$ cat config.mk
export PLATFORM = sky130hd
export DESIGN_NAME = load_ea_unit
export DESIGN_NICKNAME = d
export VERILOG_FILES = /design/src/rtl/eau_pkg.sv /design/src/rtl/eau_agen.sv /design/src/rtl/eau_ctrl.sv /design/src/rtl/eau_dpath.sv /design/src/rtl/load_ea_unit.sv
export SDC_FILE = /design/constraint.sdc
export NUM_CORES = 1
export LEC_CHECK = 0
export ABC_CLOCK_PERIOD_IN_PS = 2240
export BUFFER_PORTS_ARGS = -buffer_cell sky130_fd_sc_hd__buf_2
export CORE_ASPECT_RATIO = 1.25
export CORE_MARGIN = 4
export CORE_UTILIZATION = 35
export CTS_BUF_LIST = sky130_fd_sc_hd__clkbuf_16
export DETAILED_ROUTE_END_ITERATION = 10
export GPL_ROUTABILITY_DRIVEN = 0
export GPL_TIMING_DRIVEN = 0
export PLACE_DENSITY = 0.63
export SLEW_MARGIN = 40
export SYNTH_ARGS = -nofsm -noshare
export SYNTH_HDL_FRONTEND = slang
export SYNTH_SLANG_ARGS = --single-unit
export TNS_END_PERCENT = 5
$ cat constraint.sdc
create_clock -name clk -period 2.24 [get_ports clk]
set_clock_uncertainty 0.05 [all_clocks]
set_input_delay 0.224 -clock clk [delete_from_list [all_inputs] [get_ports clk]]
set_output_delay 0.224 -clock clk [all_outputs]
set_load 0.02 [all_outputs]
$ cat src/rtl/eau_pkg.sv
package eau_pkg;

  typedef enum logic [2:0] {
    AM_IMM      = 3'b000,
    AM_DIR      = 3'b001,
    AM_REGIND   = 3'b010,
    AM_POSTINC  = 3'b011,
    AM_INDEXED  = 3'b100,
    AM_PCREL    = 3'b101,
    AM_INDIRECT = 3'b110,
    AM_RSVD     = 3'b111
  } addr_mode_e;

  typedef enum logic [2:0] {
    ST_IDLE = 3'd0,
    ST_RD1  = 3'd1,
    ST_GET1 = 3'd2,
    ST_RD2  = 3'd3,
    ST_GET2 = 3'd4
  } eau_state_e;

  // strobes from control to datapath
  typedef struct packed {
    logic capture;   // latch request, load first address
    logic rdEn;      // drive a memory read this cycle
    logic ptrLoad;   // replace address with returned pointer word
    logic finMem;    // complete with memory data
    logic finNoMem;  // complete without any read
  } eau_strobe_t;

endpackage

$ cat src/rtl/eau_agen.sv
module eau_agen
  import eau_pkg::*;
#(
  parameter int DATA_W  = 16,
  parameter int PC_STEP = 1
) (
  input  logic [2:0]        mode,
  input  logic [DATA_W-1:0] constExt,
  input  logic [DATA_W-1:0] baseVal,
  input  logic [DATA_W-1:0] pcVal,
  output logic [DATA_W-1:0] firstAddr
);

  localparam logic [DATA_W-1:0] PcStep = DATA_W'(PC_STEP);

  logic [DATA_W-1:0] nextPc;

  assign nextPc = pcVal + PcStep;

  always_comb begin
    unique case (addr_mode_e'(mode))
      AM_DIR, AM_INDIRECT:    firstAddr = constExt;
      AM_REGIND, AM_POSTINC:  firstAddr = baseVal;
      AM_INDEXED:             firstAddr = baseVal + constExt;
      AM_PCREL:               firstAddr = nextPc + constExt;
      default:                firstAddr = '0;
    endcase
  end

endmodule

$ cat src/rtl/eau_ctrl.sv
module eau_ctrl
  import eau_pkg::*;
(
  input  logic        clk,
  input  logic        rstN,
  input  logic        start,
  input  logic [2:0]  mode,
  output eau_strobe_t strb
);

  eau_state_e state, stateNext;
  logic       twoReads;
  logic       noRead;

  assign noRead = (addr_mode_e'(mode) == AM_IMM) || (addr_mode_e'(mode) == AM_RSVD);

  always_comb begin
    strb      = '0;
    stateNext = state;
    unique case (state)
      ST_IDLE: begin
        if (start) begin
          strb.capture = 1'b1;
          if (noRead) strb.finNoMem = 1'b1;
          else        stateNext     = ST_RD1;
        end
      end
      ST_RD1: begin
        strb.rdEn = 1'b1;
        stateNext = ST_GET1;
      end
      ST_GET1: begin
        if (twoReads) begin
          strb.ptrLoad = 1'b1;
          stateNext    = ST_RD2;
        end else begin
          strb.finMem = 1'b1;
          stateNext   = ST_IDLE;
        end
      end
      ST_RD2: begin
        strb.rdEn = 1'b1;
        stateNext = ST_GET2;
      end
      ST_GET2: begin
        strb.finMem = 1'b1;
        stateNext   = ST_IDLE;
      end
      default: stateNext = ST_IDLE;
    endcase
  end

  always_ff @(posedge clk) begin
    if (!rstN) begin
      state    <= ST_IDLE;
      twoReads <= 1'b0;
    end else begin
      state <= stateNext;
      if (strb.capture) twoReads <= (addr_mode_e'(mode) == AM_INDIRECT);
    end
  end

endmodule

$ cat src/rtl/eau_dpath.sv
module eau_dpath
  import eau_pkg::*;
#(
  parameter int DATA_W  = 16,
  parameter int CONST_W = 12,
  parameter int PC_STEP = 1
) (
  input  logic               clk,
  input  logic               rstN,
  input  eau_strobe_t        strb,
  input  logic [2:0]         mode,
  input  logic [CONST_W-1:0] constIn,
  input  logic [DATA_W-1:0]  baseVal,
  input  logic [DATA_W-1:0]  pcVal,
  input  logic [DATA_W-1:0]  memRdData,
  output logic [DATA_W-1:0]  memAddr,
  output logic               done,
  output logic [DATA_W-1:0]  result,
  output logic [DATA_W-1:0]  effAddr,
  output logic               baseWrEn,
  output logic [DATA_W-1:0]  baseNext,
  output logic               modeErr
);

  localparam int EXT_W = DATA_W - CONST_W;

  logic [DATA_W-1:0] constExt;
  logic [DATA_W-1:0] firstAddr;
  logic [DATA_W-1:0] eaR;
  logic [DATA_W-1:0] baseR;
  logic [2:0]        modeR;
  logic              isPostInc;

  generate
    if (EXT_W > 0) begin : g_sext
      assign constExt = {{EXT_W{constIn[CONST_W-1]}}, constIn};
    end else begin : g_full
      assign constExt = constIn[DATA_W-1:0];
    end
  endgenerate

  eau_agen #(
    .DATA_W (DATA_W),
    .PC_STEP(PC_STEP)
  ) u_agen (
    .mode     (mode),
    .constExt (constExt),
    .baseVal  (baseVal),
    .pcVal    (pcVal),
    .firstAddr(firstAddr)
  );

  assign memAddr   = eaR;
  assign isPostInc = (addr_mode_e'(modeR) == AM_POSTINC);

  always_ff @(posedge clk) begin
    if (!rstN) begin
      eaR      <= '0;
      baseR    <= '0;
      modeR    <= '0;
      done     <= 1'b0;
      result   <= '0;
      effAddr  <= '0;
      baseWrEn <= 1'b0;
      baseNext <= '0;
      modeErr  <= 1'b0;
    end else begin
      done     <= strb.finMem | strb.finNoMem;
      baseWrEn <= strb.finMem & isPostInc;
      modeErr  <= strb.finNoMem & (addr_mode_e'(mode) == AM_RSVD);
      if (strb.capture) begin
        eaR   <= firstAddr;
        baseR <= baseVal;
        modeR <= mode;
      end
      if (strb.ptrLoad) eaR <= memRdData;
      if (strb.finMem) begin
        result  <= memRdData;
        effAddr <= eaR;
        if (isPostInc) baseNext <= baseR + DATA_W'(1);
      end
      if (strb.finNoMem) begin
        result  <= (addr_mode_e'(mode) == AM_IMM) ? constExt : '0;
        effAddr <= '0;
      end
    end
  end

endmodule

$ cat src/rtl/load_ea_unit.sv
module load_ea_unit
  import eau_pkg::*;
#(
  parameter int DATA_W  = 16,
  parameter int CONST_W = 12,
  parameter int PC_STEP = 1
) (
  input  logic               clk,
  input  logic               rstN,
  input  logic               start,
  input  logic [2:0]         mode,
  input  logic [CONST_W-1:0] constIn,
  input  logic [DATA_W-1:0]  baseVal,
  input  logic [DATA_W-1:0]  pcVal,
  output logic               memRdEn,
  output logic [DATA_W-1:0]  memAddr,
  input  logic [DATA_W-1:0]  memRdData,
  output logic               done,
  output logic [DATA_W-1:0]  result,
  output logic [DATA_W-1:0]  effAddr,
  output logic               baseWrEn,
  output logic [DATA_W-1:0]  baseNext,
  output logic               modeErr
);

  eau_strobe_t strb;

  eau_ctrl u_ctrl (
    .clk  (clk),
    .rstN (rstN),
    .start(start),
    .mode (mode),
    .strb (strb)
  );

  eau_dpath #(
    .DATA_W (DATA_W),
    .CONST_W(CONST_W),
    .PC_STEP(PC_STEP)
  ) u_dpath (
    .clk      (clk),
    .rstN     (rstN),
    .strb     (strb),
    .mode     (mode),
    .constIn  (constIn),
    .baseVal  (baseVal),
    .pcVal    (pcVal),
    .memRdData(memRdData),
    .memAddr  (memAddr),
    .done     (done),
    .result   (result),
    .effAddr  (effAddr),
    .baseWrEn (baseWrEn),
    .baseNext (baseNext),
    .modeErr  (modeErr)
  );

  assign memRdEn = strb.rdEn;

endmodule

==> impl_metrics.yaml, run 1 <==
synthesis:
  synthesis.yosys.warnings: 0
  synth-seq-cells: 90
  synth_ff_type: "dfxtp_1"
  synth_area_sq_mm: 0.00565
  yosysSeqAreaShare_pct: 31.9
  async_flop_share_pct: 0
  netlist.area_leader.share_pct: 31.9
  syn_nets: 829
  synthTopCellsByArea: "dfxtp_1 (32%), nand2_1 (9.4%), ha_1 (7.1%)"
  ys_types: 63
  postSynthCellCount: 729
  synth_area_per_cell_sq_um: 7.75
  synth_largest_area_cell: "dfxtp_1"
  synth_edf_count: 0
drt:
  first_iter_violations: 592
  wl_met2_um: 8330
  route.detailed.drc: 0
  ant_nets: 0
  viasPerCell: 5.36
  routed_wl_um: 18600
  wl_met3_um: 1200
  topRoutingLayerUsed: "met5"
  wl_per_cell_um: 17.0
  dr.pass1.iters: 6
  vias: 5861
  drt-met1-wl_um: 8420
worst_setup_path:
  crit_chain: "buf_2, ha_1, o21ai_0, o211a_1, nor3_1, nor2b_1, xnor2_1, a221oi_1, o22ai_1"
  max_stage_delay_ns: 0.44
  start_kind: "input port"
  crit_required_ns: 2.39
  r2r_start: "u_ctrl.state[0]"
  reg2reg_slack_ns: 0.18
  crit_fanout: 5
  r2r-end: "u_dpath.memAddr[15]"
  arrival_ns: 2.31
  cp-startpoint: "constIn[2]"
  worstSetupPathType: "input port to register"
  critPathCaptureType: "register"
  slowest_stage: "a221oi_1"
  rr_worst_depth: 7
  setup.worst_path.end: "u_dpath.memAddr[9]"
timing:
  rsz0062_at_grt: "yes"
  post-route-min-period_ns: 2.16
  worst_pin_slew_ns: 0.728
  hold_viol: 0
  fmax_mhz: 464
  maxSlewViolCount: 0
  finalSetupViolations: 0
  fin_crit_sh_pct: 96.2
  maxSlewHeadroom_pct: 51.4
  layout_setup_ws_ns: 0.0844
placement:
  pre_cts_ws_ns: -0.517
  place_hpwl_um: 14800
  portBuffers: 133
floorplanning:
  initial_core_util_pct: 36.0
  placeableCoreArea_sq_mm: 0.0157
  dieArea_sq_mm: 0.0182
  die_y_um: 150
  rows: 51
  io_pins: 134
  die_w_um: 122
pwr:
  ir_drop_mv: 0.414
  power_density_mw_per_mm2: 630
  leakage_nw: 2.99
  p_total_mw: 4.39
grt:
  grt_max_degree: 16
  grt_overflow: 0
  antenna_found_initial: 1
  grt.total_usage_pct: 20.1
  grt_pass1_vias: 5393
  grt_pass1_wl_um: 28900
cts:
  clk_path_buf_depth: 2
  cts.sinks: 90
  cts_tree: "yes"
  clk_pin_slew_ns: 0.07
  clk_latency_ns: 0.34
  cts_root_buffer: "clkbuf_16"
  numCtsBuffers: 9
  cts_max_level: 3
  cts_hold_buffers: 0
final_layout:
  nFillCells: 1657
  final_common_cell: "buf_2"
  fin_util_pct: 44.4
  drive_gt1_share_pct: 21.8
  synthToLayoutAreaGrowth_pct: 23.4
  final_cell_mix: "buf_2 (143), nand2_1 (142), dfxtp_1 (90), a21oi_1 (73), o21ai_0 (54)"
  diodes: 0
  nets: 977
outcome:
  status: "finished clean"
hold_path:
  hold_class: "input port to register"
job:
  max-cap-violations: 0
[per-stage QoR]
step	cell area (sq um)	TNS [ns]	hold WS (ns)	cells
floorplan	5650	0	0.308	729
global placement	6580	-2.38	0.389	1074
detailed placement	6580	-2.32	0.393	1074
CTS	6910	0	0.0843	1089
global route	6970	-0.120	0.0858	1093
finish	6970	0	0.0897	1093
[cells in the mapped netlist, types with 3 or more instances]
library cell / number
nand2_1: 142
dfxtp_1: 90
a21oi_1: 77
o21ai_0: 55
nor2_1: 39
ha_1: 32
clkbuf_1: 25
a21boi_0: 20
xnor2_1: 20
nand3_1: 19
inv_1: 17
xor2_1: 17
a22oi_1: 16
buf_2: 10
nor2b_1: 10
a221oi_1: 8
nor3_1: 8
o211a_1: 8
o22ai_1: 8
a211oi_2: 7
nand2b_1: 7
o21a_1: 7
a21o_1: 5
mux2i_1: 5
o221ai_1: 5
a211oi_1: 4
a22o_1: 4
and2_1: 4
nand3b_1: 4
o211ai_1: 4
a222oi_1: 3
a31oi_1: 3
o31ai_1: 3
or3_1: 3
[final cells by class]
class                   count  area [sq um]  share of cell area [%]
clock inverters             6          90.1                    1.29
flip-flops and latches     90          1800                    25.8
plain buffers              39           174                    2.50
multi-input cells         583          3650                    52.4
repair buffers            137           696                    9.98
clock buffers               9           225                    3.23
inverters                  17          63.8                   0.915
well taps                 212           265                    3.81
[cells by family (layout without fill, tap and decap cells)]
family | after synthesis | after routing | share of synthesized area, %
AO/OA/AOI/OAI | 250 | 250 | 28.8
flip-flops | 90 | 90 | 31.9
AND/OR/NAND/NOR | 256 | 256 | 20.5
multiplexers | 6 | 6 | 1.09
XOR/XNOR | 37 | 37 | 5.74
buffers and inverters | 56 | 208 | 4.21
adder cells (fa/ha/maj) | 34 | 34 | 7.80
[where the power goes]
group          internal (mW)  total (mW)  switching [mW]
Combinational          0.400        1.04           0.644
Sequential              1.67        1.74          0.0620
Clock                  0.977        1.61           0.633
[state kept, by name, summed over array words and instances, names as in the netlist]
name	flops
u_dpath.baseNext	16
u_dpath.baseR	16
u_dpath.result	16
u_dpath.modeR	3
u_dpath.effAddr	16
u_dpath.modeErr	1
u_ctrl.state	3
u_dpath.baseWrEn	1
u_dpath.done	1
u_dpath.memAddr	16
u_ctrl.twoReads	1
[worst min path at each step]
stage | start | endpoint | cells past startpoint
2_1_floorplan | constIn[10] | u_dpath.result[10] | 2
3_3_place_gp | u_dpath.effAddr[2] | u_dpath.effAddr[2] | 2
3_5_place_dp | u_dpath.effAddr[0] | u_dpath.effAddr[0] | 2
4_1_cts | memRdData[15] | u_dpath.result[15] | 3
5_1_grt | memRdData[15] | u_dpath.result[15] | 3
6_report | memRdData[13] | u_dpath.result[13] | 3
[worst max-delay path: cells and delay by family]
kind,cells,cell delay [ns]
simple gates,2,0.48
fa+ha+maj,1,0.35
compound gates,4,0.96
xor+xnor,1,0.15
buf+inv,1,0.15
[routing by layer]
metal,up-vias,GRT usage (%)
li1,2907,-
met1,2682,27.5
met2,233,31.2
met3,37,3.21
met4,2,8.74
met5,-,0
[timing repair]
item	4_1_cts	5_1_grt
pin swaps	1	2
gates resized for setup	3	7
hold endpoints to repair	0	0
setup endpoints to repair	5	30
setup buffers	0	4
gates cloned	0	0
Note: power is estimated with default switching activity, not from simulation.
==> inputs of run 2 (changes only) <==
--- a/config.mk
+++ b/config.mk
@@ -5,16 +5,15 @@
 export SDC_FILE = /design/constraint.sdc
 export NUM_CORES = 1
 export LEC_CHECK = 0
-export ABC_CLOCK_PERIOD_IN_PS = 2240
+export ABC_CLOCK_PERIOD_IN_PS = 2520
 export BUFFER_PORTS_ARGS = -buffer_cell sky130_fd_sc_hd__buf_2
-export CORE_ASPECT_RATIO = 1.25
 export CORE_MARGIN = 4
 export CORE_UTILIZATION = 35
-export CTS_BUF_LIST = sky130_fd_sc_hd__clkbuf_16
+export CTS_BUF_LIST = sky130_fd_sc_hd__clkbuf_2
 export DETAILED_ROUTE_END_ITERATION = 10
 export GPL_ROUTABILITY_DRIVEN = 0
 export GPL_TIMING_DRIVEN = 0
-export PLACE_DENSITY = 0.63
+export PLACE_DENSITY = 0.61
 export SLEW_MARGIN = 40
 export SYNTH_ARGS = -nofsm -noshare
 export SYNTH_HDL_FRONTEND = slang
==> constraint.sdc (replaced) <==
create_clock -name clk -period 2.52 [get_ports clk]
set_clock_uncertainty 0.05 [all_clocks]
set_input_delay 0.252 -clock clk [delete_from_list [all_inputs] [get_ports clk]]
set_output_delay 0.252 -clock clk [all_outputs]
set_load 0.02 [all_outputs]
==> run 2 against run 1 <==
Effect of this change:
- routed wire length grew 2.0%
- die area about the same
- critical endpoint is now u_dpath.memAddr[6]
- clock power down 61%
- utilization up 0.96 points
- global-route usage decreased by 0.096 points
- setup slack improved by 0.0058 ns
- hold slack better by 0.040 ns
==> impl_metrics.yaml, run 2 (synthesized netlist as in run 1, its figures left out) <==
grt:
  grt_pass1_vias: 5432
  antenna_found_initial: 1
  grt_max_degree: 15
  grt_pass1_wl_um: 29000
  grt.total_usage_pct: 20.0
  grt_overflow: 0
final_layout:
  fin_area_sq_mm: 0.00718
  nets: 1020
  final_cell_mix: "buf_2 (143), nand2_1 (142), dfxtp_1 (90), a21oi_1 (74), o21ai_0 (55)"
  drive_gt1_share_pct: 20.0
  nFillCells: 1600
  final_common_cell: "buf_2"
  synthToLayoutAreaGrowth_pct: 27.1
worst_setup_path:
  r2r_start: "u_ctrl.state[2]"
  worstSetupPathType: "input port to register"
  r2r-end: "u_dpath.result[13]"
  crit_chain: "dlygate4sd3_1, buf_2, inv_1, fa_1, nand2b_1, a21oi_2, o21ai_0, a21boi_0, o31ai_1, a31oi_1, o22ai_1"
  rr_worst_depth: 5
  critPathCaptureType: "register"
  max_stage_delay_ns: 0.51
  slowest_stage: "dlygate4sd3_1"
  crit_cells: 11
  crit_buf_inv: 3
  reg2reg_slack_ns: 0.29
  crit_fanout: 6
  arrival_ns: 2.83
  crit_required_ns: 2.92
  crit_family: "compound AO/OA/AOI/OAI gates"
  start_kind: "input port"
pwr:
  power_density_mw_per_mm2: 439
  pwr-share-clk_pct: 19.7
  p_seq_share_pct: 49.1
  p_comb_share_pct: 31.2
  leakage_nw: 3.07
  p_int_mw: 2.01
  p_switching_mw: 1.14
  ir_drop_mv: 0.176
  switching_share_pct: 36.1
  p_total_mw: 3.15
cts:
  clk_pin_slew_ns: 0.24
  cts_max_level: 3
  postCtsSetupBuffers: 0
  numCtsBuffers: 9
  cts_tree: "yes"
  cts_root_buffer: "clkbuf_2"
  clk_latency_ns: 0.55
  clk_path_buf_depth: 2
  cts.sinks: 90
drt:
  first_iter_violations: 468
  wl_per_cell_um: 16.6
  ant_nets: 0
  route.detailed.drc: 0
  vias: 5990
  viasPerCell: 5.25
  dr.pass1.iters: 8
  routed_wl_um: 19000
floorplanning:
  rows: 46
  dieArea_sq_mm: 0.0182
  die_w_um: 135
  placeableCoreArea_sq_mm: 0.0158
  initial_core_util_pct: 35.7
  die_y_um: 135
  io_pins: 134
timing:
  finalSetupViolations: 0
  post-route-min-period_ns: 2.43
  final.setup.tns_ns: 0
  fmax_mhz: 412
  maxSlewViolCount: 0
  maxSlewHeadroom_pct: 50.7
  fin_crit_sh_pct: 96.4
  rsz0062_at_grt: "yes"
  worst_pin_slew_ns: 0.740
  hold_viol: 0
placement:
  portBuffers: 133
  place_hpwl_um: 14900
  placed_area_sq_mm: 0.00659
hold_path:
  whs_path_depth: 4
  whs_endpoint: "u_dpath.memAddr[15]"
  hold_start: "pcVal[15]"
  hold_class: "input port to register"
outcome:
  status: "finished clean"
job:
  max-cap-violations: 0
[run 2: cell types whose count changed in the layout (fill, tap and decap cells not counted), moves of 2 or more]
cell / before / now
clkbuf_2: 0 / 10
inv_6: 2 / 0
buf_4: 6 / 2
dlygate4sd3_1: 0 / 47
clkinv_1: 0 / 2
bufinv_16: 2 / 0
clkbuf_16: 9 / 0
[run 2: repair_timing]
item,in CTS,in global routing
endpoints found under the hold margin,47,3
setup endpoints to repair,0,5
resized for setup,0,7
hold buffers,46,1
[run 2: power groups by stage]
| stage | Clock, mW | Combinational [mW] | Sequential, mW |
|---|---|---|---|
| floorplan | 0 | 0.543 | 1.61 |
| global placement | 0 | 0.893 | 1.57 |
| detailed placement | 0 | 0.897 | 1.57 |
| CTS | 0.637 | 0.957 | 1.55 |
| global route | 0.704 | 1.07 | 1.56 |
| finish | 0.621 | 0.982 | 1.55 |
[run 2: stage by stage]
stage	utilization (%)	hold WS (ns)	setup slack, ns	instances
after global routing	45.4	0.0787	-0.0239	1142
after CTS	45.0	0.00728	0.0273	1140
final	45.4	0.129	0.0901	1142
after detailed placement	41.6	0.395	-0.262	1078
after global placement	41.6	0.390	-0.242	1078
after floorplan	-	0.336	0.389	729
[run 2: worst max path at each step]
stage | start | endpoint
4_1_cts | constIn[1] | u_dpath.memAddr[12]
5_1_grt | constIn[1] | u_dpath.memAddr[6]
6_report | constIn[1] | u_dpath.memAddr[6]
3_5_place_dp | constIn[0] | u_dpath.memAddr[12]
2_1_floorplan | constIn[0] | u_dpath.memAddr[12]
3_3_place_gp | constIn[0] | u_dpath.memAddr[12]
[run 2: routing by layer]
layer	global-route usage [%]	part of all wire, %
met1	29.3	47
met2	30.6	44
met3	3.20	7.7
met4	5.32	2.0
met5	0	0
[run 2: area by class of cell]
class                      count  area [sq um]  share of cell area [%]
antenna                        1          2.50                  0.0349
buffer                        39           174                    2.42
clock buffer                  10          50.0                   0.697
clock inverter                 6          33.8                   0.471
inverter                      17          63.8                   0.889
multi-input combinational    583          3650                    50.8
sequential                    90          1800                    25.1
tap                          216           270                    3.76
timing repair buffer         180          1140                    15.8
[run 2: worst reg2reg max path, cell delays in order, from the launching register on]
cell,delay (ns)
dfxtp_1,0.35
buf_2,0.16
nor4b_4,0.65
nand2_2,0.30
a22oi_1,0.49
a21oi_1,0.13
